File: src/rtl/vec_irq_pkg.sv
package vec_irq_pkg;
  localparam int NSRC    = 2;
  localparam int SRC_EXT = 0;
  localparam int SRC_TMR = 1;

  typedef struct packed {
    logic ackTmr;
    logic ackExt;
  } irq_strobe_t;
endpackage

File: src/rtl/vec_irq_regfile.sv
module vec_irq_regfile
  import vec_irq_pkg::*;
#(
  parameter int REG_W = 8
) (
  input  logic              clk,
  input  logic              rstN,
  input  logic [NSRC-1:0]   reqIn,
  input  logic              regWe,
  input  logic [REG_W-1:0]  regWdata,
  input  logic              retiPulse,
  input  logic              retPulse,
  input  irq_strobe_t       stb,
  output logic              gieQ,
  output logic [NSRC-1:0]   enQ,
  output logic [NSRC-1:0]   flagQ,
  output logic [REG_W-1:0]  regRdata
);
  localparam int GIE_BIT   = 0;
  localparam int EN_BASE   = 1;
  localparam int FLAG_BASE = 4;

  logic [NSRC-1:0] ackVec;
  logic            ackAny;

  assign ackVec = {stb.ackTmr, stb.ackExt};
  assign ackAny = |ackVec;

  // master enable: grant beats return-from-interrupt beats software write
  always_ff @(posedge clk) begin
    if (!rstN)          gieQ <= 1'b0;
    else if (ackAny)    gieQ <= 1'b0;
    else if (retiPulse) gieQ <= 1'b1;
    else if (regWe)     gieQ <= regWdata[GIE_BIT];
  end

  for (genvar i = 0; i < NSRC; i++) begin : g_src
    always_ff @(posedge clk) begin
      if (!rstN)          enQ[i] <= 1'b0;
      else if (regWe)     enQ[i] <= regWdata[EN_BASE+i];
    end

    // hardware set beats grant clear beats software write
    always_ff @(posedge clk) begin
      if (!rstN)          flagQ[i] <= 1'b0;
      else if (reqIn[i])  flagQ[i] <= 1'b1;
      else if (ackVec[i]) flagQ[i] <= 1'b0;
      else if (regWe)     flagQ[i] <= regWdata[FLAG_BASE+i];
    end

    p_hw_set_wins_r10: assert property (@(posedge clk) disable iff (!rstN)
      reqIn[i] |=> flagQ[i]);

    p_flag_cleared_r6: assert property (@(posedge clk) disable iff (!rstN)
      (ackVec[i] && !reqIn[i]) |=> !flagQ[i]);
  end

  always_comb begin
    regRdata = '0;
    regRdata[GIE_BIT] = gieQ;
    for (int k = 0; k < NSRC; k++) begin
      regRdata[EN_BASE+k]   = enQ[k];
      regRdata[FLAG_BASE+k] = flagQ[k];
    end
  end

  p_reti_sets_r9: assert property (@(posedge clk) disable iff (!rstN)
    (retiPulse && !ackAny) |=> gieQ);

  p_ret_keeps_r9: assert property (@(posedge clk) disable iff (!rstN)
    (retPulse && !retiPulse && !regWe && !ackAny) |=> $stable(gieQ));

  p_ack_masks_r6: assert property (@(posedge clk) disable iff (!rstN)
    ackAny |=> !gieQ);
endmodule

File: src/rtl/vec_irq_arbiter.sv
module vec_irq_arbiter
  import vec_irq_pkg::*;
#(
  parameter int               VEC_W   = 12,
  parameter logic [VEC_W-1:0] EXT_VEC = 12'h004,
  parameter logic [VEC_W-1:0] TMR_VEC = 12'h008
) (
  input  logic              clk,
  input  logic              rstN,
  input  logic              phaseStb,
  input  logic              stackFull,
  input  logic              gie,
  input  logic [NSRC-1:0]   en,
  input  logic [NSRC-1:0]   flag,
  output irq_strobe_t       stb,
  output logic              callReq,
  output logic [VEC_W-1:0]  callVec
);
  logic [NSRC-1:0] pend;
  logic            grant;

  assign pend  = flag & en;
  assign grant = phaseStb && gie && !stackFull && (|pend);

  always_comb begin
    stb        = '0;
    stb.ackExt = grant && pend[SRC_EXT];
    stb.ackTmr = grant && !pend[SRC_EXT];
  end

  always_ff @(posedge clk) begin
    if (!rstN) begin
      callReq <= 1'b0;
      callVec <= '0;
    end else begin
      callReq <= grant;
      if (grant) callVec <= pend[SRC_EXT] ? EXT_VEC : TMR_VEC;
    end
  end

  p_call_on_strobe_r4: assert property (@(posedge clk) disable iff (!rstN)
    callReq |-> $past(phaseStb));

  p_single_call_r6: assert property (@(posedge clk) disable iff (!rstN)
    callReq |=> !callReq);

  p_stack_blocks_r8: assert property (@(posedge clk) disable iff (!rstN)
    callReq |-> !$past(stackFull));

  p_ext_first_r5: assert property (@(posedge clk) disable iff (!rstN)
    (callReq && callVec == TMR_VEC) |-> !$past(pend[SRC_EXT]));

  p_masked_r7: assert property (@(posedge clk) disable iff (!rstN)
    !gie |=> !callReq);
endmodule

File: src/rtl/vec_irq_ctrl.sv
module vec_irq_ctrl
  import vec_irq_pkg::*;
#(
  parameter int               REG_W   = 8,
  parameter int               VEC_W   = 12,
  parameter logic [VEC_W-1:0] EXT_VEC = 12'h004,
  parameter logic [VEC_W-1:0] TMR_VEC = 12'h008
) (
  input  logic             clk,
  input  logic             rstN,
  input  logic             phaseStb,
  input  logic             extReq,
  input  logic             tmrReq,
  input  logic             regWe,
  input  logic [REG_W-1:0] regWdata,
  output logic [REG_W-1:0] regRdata,
  input  logic             retiPulse,
  input  logic             retPulse,
  input  logic             stackFull,
  output logic             callReq,
  output logic [VEC_W-1:0] callVec
);
  irq_strobe_t     stb;
  logic            gieQ;
  logic [NSRC-1:0] enQ;
  logic [NSRC-1:0] flagQ;
  logic [NSRC-1:0] reqIn;

  always_comb begin
    reqIn          = '0;
    reqIn[SRC_EXT] = extReq;
    reqIn[SRC_TMR] = tmrReq;
  end

  vec_irq_regfile #(.REG_W(REG_W)) i_regfile (
    .clk(clk), .rstN(rstN), .reqIn(reqIn), .regWe(regWe), .regWdata(regWdata),
    .retiPulse(retiPulse), .retPulse(retPulse), .stb(stb),
    .gieQ(gieQ), .enQ(enQ), .flagQ(flagQ), .regRdata(regRdata)
  );

  vec_irq_arbiter #(.VEC_W(VEC_W), .EXT_VEC(EXT_VEC), .TMR_VEC(TMR_VEC)) i_arbiter (
    .clk(clk), .rstN(rstN), .phaseStb(phaseStb), .stackFull(stackFull),
    .gie(gieQ), .en(enQ), .flag(flagQ), .stb(stb),
    .callReq(callReq), .callVec(callVec)
  );
endmodule

File: config.mk
export PLATFORM = sky130hd
export DESIGN_NAME = vec_irq_ctrl
export DESIGN_NICKNAME = d
export VERILOG_FILES = /design/src/rtl/vec_irq_pkg.sv /design/src/rtl/vec_irq_regfile.sv /design/src/rtl/vec_irq_arbiter.sv /design/src/rtl/vec_irq_ctrl.sv
export SDC_FILE = /design/constraint.sdc
export NUM_CORES = 1
export LEC_CHECK = 0
export ABC_CLOCK_PERIOD_IN_PS = 1700
export BUFFER_PORTS_ARGS = -buffer_cell sky130_fd_sc_hd__buf_4
export CAP_MARGIN = 10
export CELL_PAD_IN_SITES_DETAIL_PLACEMENT = 1
export CELL_PAD_IN_SITES_GLOBAL_PLACEMENT = 1
export CORE_ASPECT_RATIO = 0.7
export CORE_UTILIZATION = 26
export DETAILED_ROUTE_END_ITERATION = 10
export GPL_TIMING_DRIVEN = 0
export PLACE_DENSITY = 0.87
export SLEW_MARGIN = 30
export SYNTH_ARGS = -nofsm -noshare
export SYNTH_HDL_FRONTEND = slang
export SYNTH_HIERARCHICAL = 1
export SYNTH_SLANG_ARGS = --single-unit
File: constraint.sdc
create_clock -name clk -period 1.7 [get_ports clk]
set_input_delay 0.085 -clock clk [delete_from_list [all_inputs] [get_ports clk]]
set_output_delay 0.085 -clock clk [all_outputs]
set_load 0.005 [all_outputs]
==> impl_summary.txt <==
----------------------------------------------------
[Cells and area]
  Number of diodes added for antenna fixing ... 0
  Fraction of final layout cells sized beyond drive strength 1 ... 0.534
  Number of nets in the final layout ... 107
  Area growth from synthesis to final layout ... 45.7%
  Count of filler cells inserted in the layout ... about 220
  Most common cell after layout, fill and taps aside ... sky130_fd_sc_hd__buf_4
  Sequential Area ... about 160 um2
  Post-layout util ... 0.433
  Area of the multi-input gates ... between 200 and 250 um2
  Leading cell types in the layout, fill and taps excluded ... sky130_fd_sc_hd__buf_4 (37), sky130_fd_sc_hd__conb_1 (13), sky130_fd_sc_hd__dfxtp_1 (8), sky130_fd_sc_hd__mux2i_1 (5), sky130_fd_sc_hd__nand2_1 (4)

[Clock network]
  Post-CTS Setup Bufs ... 0
  Worst-case clock buffer depth ... 2
  Resized cells post-CTS ... 0
  Insertion delay to the later sink of the worst-skew pair ... around 250 ps
  Inserted Clock Buffers ... 3
  Clk slew on worst S/H paths ... roughly 50 ps
  Total number of clock tree sinks ... 8
  Clock tree from TritonCTS ... built
  CTS H-tree lvls ... 1
  CTS Root Cell ... sky130_fd_sc_hd__clkbuf_4
  Hold-fix buffers at CTS ... 0

[Setup path]
  Reg2reg setup slack ... approximately 360 ps
  Launch point of the worst path ... i_regfile/gieQ
  Critical path endpoint ... i_regfile/gieQ
  Crit-path cells ... and3b_2 > and3_2 > a21boi_2 > nand2b_1 > a211oi_2
  CP max stage cell ... sky130_fd_sc_hd__dfxtp_1
  Category of the worst setup path capture point ... register
  Worst Path Max Fanout ... 4
  Category of the critical setup timing path ... register to register
  Reg-to-Reg Start ... i_regfile/gieQ
  Worst stage delay on the critical path ... around 310 ps
  Destination of the worst register-to-register timing path ... i_regfile/gieQ
  Required @ worst endpoint ... approximately 1900 ps
  Path depth of the worst reg2reg path ... 5
  Arrival time at the worst endpoint ... about 1500 ps
  Nature of the critical path startpoint ... register

[Timing]
  Fmax ... between 0.7 and 0.8 GHz
  Max Clock Skew ... roughly 0.87 ps
  Hold violation total from the final report ... 0
  Finish-stage setup viols ... 0
  Accumulated negative setup slack ... 0 ps
  Final cycle utilization of the critical path ... 0.789
  Max-slew violation count ... 0
  Post-route minimum period ... about 1300 ps
  Setup repair after global routing missed its margin ... no

[GRT]
  Final global-route overflow total ... 0
  Largest net degree at the start of global routing ... 11
  Total GRT Usage ... 0.113
  Antenna violations before repair ... 0
  Vias in the first global route ... ~390
  Global-route wire length before repair ... between 1.5 and 2 mm

[Flow run]
  # Max-Cap Violations ... 0

[Routing]
  Number of DRC violations after detailed-routing iteration 0 ... 1
  Initial DRT Pass Iterations ... 4
  Via density ... 3.99
  Routed WL per cell ... around 10 um
  # DRC ... 0
  Antenna violation net count after detailed routing ... 0
  Final wirelength ... approximately 1.1 mm
  Vias after detailed routing ... between 400 and 500

[Floorplanning]
  Die Y-Extent ... between 30 and 40 um
  Die area ... between 0.002 and 0.0025 mm2
  Cell row count ... 12
  Horizontal die dimension ... about 55 um
  Number of ports placed on the die boundary ... 38
  Initial cell density of the core ... 0.298
  Core Region ... around 0.0017 mm2

[Yosys]
  Area share of the leading cell type in the synthesized netlist ... 0.314
  Leading cell types by total area after synthesis ... sky130_fd_sc_hd__dfxtp_1 (31%), sky130_fd_sc_hd__buf_4 (27%), sky130_fd_sc_hd__mux2i_1 (9.8%), sky130_fd_sc_hd__nand2_1 (2.9%), sky130_fd_sc_hd__a211oi_2 (2.5%)
  Fraction of the yosys area taken by sequential cells ... 0.314
  Largest area contributor in the synthesized netlist ... sky130_fd_sc_hd__dfxtp_1
  Synthesis-stage register bit count ... 8
  Cell area after synthesis ... ~510 um2
  Number of warnings issued by yosys ... 6
  Post-synthesis cell count ... 55
  Cell variety after synth ... 20
  Synth Area per Inst ... slightly above 9 um2

[Placed design]
  Final weighted congestion of routability-driven global placement ... around 0.69
  Detailed Place HPWL ... 966 um
  Count of port buffers added during placement ... 19

[Worst hold path]
  Worst min-delay path class ... input pin to register

[Power]
  Leakage component of the power ... about 0.00040 uW
  Pwr Density ... slightly above 600 mW/mm2
  Peak supply drop ... about 290 uV

[Run status]
  Result of the run ... finished, final reports clean

----------------------------------------------------
[metrics by stage]
stage	hold WS [ps]	instance area [um2]	std cells	power, uW	setup slack (ps)
5_1_grt	54.2	742	109	494	285
4_1_cts	38.6	742	109	469	354
3_3_place_gp	283	719	106	318	374
2_1_floorplan	194	551	66	277	442
6_report	42.0	742	109	461	359
3_5_place_dp	306	719	106	322	368
[worst max-delay path: cells and delay by family, from the launching register on]
kind | cells | cell delay [ps]
AO/OA/AOI/OAI | 2 | 330
flip-flops | 1 | 310
AND/OR/NAND/NOR | 3 | 630
[registers in the layout, summed over array words and instances, names as in the netlist]
signal and count:
i_arbiter/callVec 2, i_regfile/enQ 2, i_regfile/flagQ 2, i_arbiter/callReq 1
i_regfile/gieQ 1
[per-layer routing]
layer | track usage | part of all wire | vias to the layer above
met5 | 0 | 0 | -
met4 | 0.0563 | 0.013 | 0
met3 | 0.0588 | 0.12 | 2
met2 | 0.205 | 0.50 | 21
met1 | 0.103 | 0.37 | 195
li1 | - | - | 217
[worst min path at each step]
stage | start | endpoint | cells after the start
floorplan | extReq | i_regfile/flagQ[0] | 2
finish | tmrReq | i_regfile/flagQ[1] | 3
CTS | tmrReq | i_regfile/flagQ[1] | 3
detailed placement | tmrReq | i_regfile/flagQ[1] | 3
global placement | tmrReq | i_regfile/flagQ[1] | 3
global route | tmrReq | i_regfile/flagQ[1] | 3
[synth_stat cells]
| master | count |
|---|---|
| sky130_fd_sc_hd__nor2b_1 | 2 |
| sky130_fd_sc_hd__and3b_2 | 1 |
| sky130_fd_sc_hd__and3_2 | 1 |
| sky130_fd_sc_hd__buf_6 | 1 |
| sky130_fd_sc_hd__conb_1 | 2 |
| sky130_fd_sc_hd__and3_4 | 1 |
| sky130_fd_sc_hd__nor2_1 | 1 |
| sky130_fd_sc_hd__nand2b_1 | 2 |
| sky130_fd_sc_hd__a21boi_2 | 1 |
| sky130_fd_sc_hd__nor3b_2 | 1 |
| sky130_fd_sc_hd__a31oi_1 | 1 |
| sky130_fd_sc_hd__dfxtp_1 | 8 |
| sky130_fd_sc_hd__buf_4 | 18 |
| sky130_fd_sc_hd__inv_1 | 1 |
| sky130_fd_sc_hd__nand2_1 | 4 |
| sky130_fd_sc_hd__a211oi_2 | 1 |
| sky130_fd_sc_hd__mux2i_1 | 5 |
| sky130_fd_sc_hd__o2bb2ai_1 | 1 |
| sky130_fd_sc_hd__a22oi_1 | 1 |
| sky130_fd_sc_hd__o21ai_0 | 2 |
[area by class of cell]
type / instances / share of cell area
Tap cell: 21 / 0.0354
Clock buffer: 3 / 0.0304
Timing Repair Buffer: 19 / 0.192
Buffer: 19 / 0.197
Sequential cell: 8 / 0.216
Inverter: 1 / 0.00506
Multi-Input combinational cell: 38 / 0.324
[power by group]
part	switching, uW	internal, uW	total (uW)
Combinational	37.1	72.1	109
Sequential	11.1	198	209
Clock	61.8	80.6	142
[cells by family (layout without fill, tap and decap cells)]
family,Yosys count,after routing,synth area share
and+or+nand+nor,13,13,0.167
other,2,13,0.0147
AOI/OAI and AO/OA,7,7,0.111
buffers and inverters,20,42,0.295
muxes,5,5,0.0983
DFF,8,8,0.314
No activity file was read; power rests on OpenSTA's default activity.
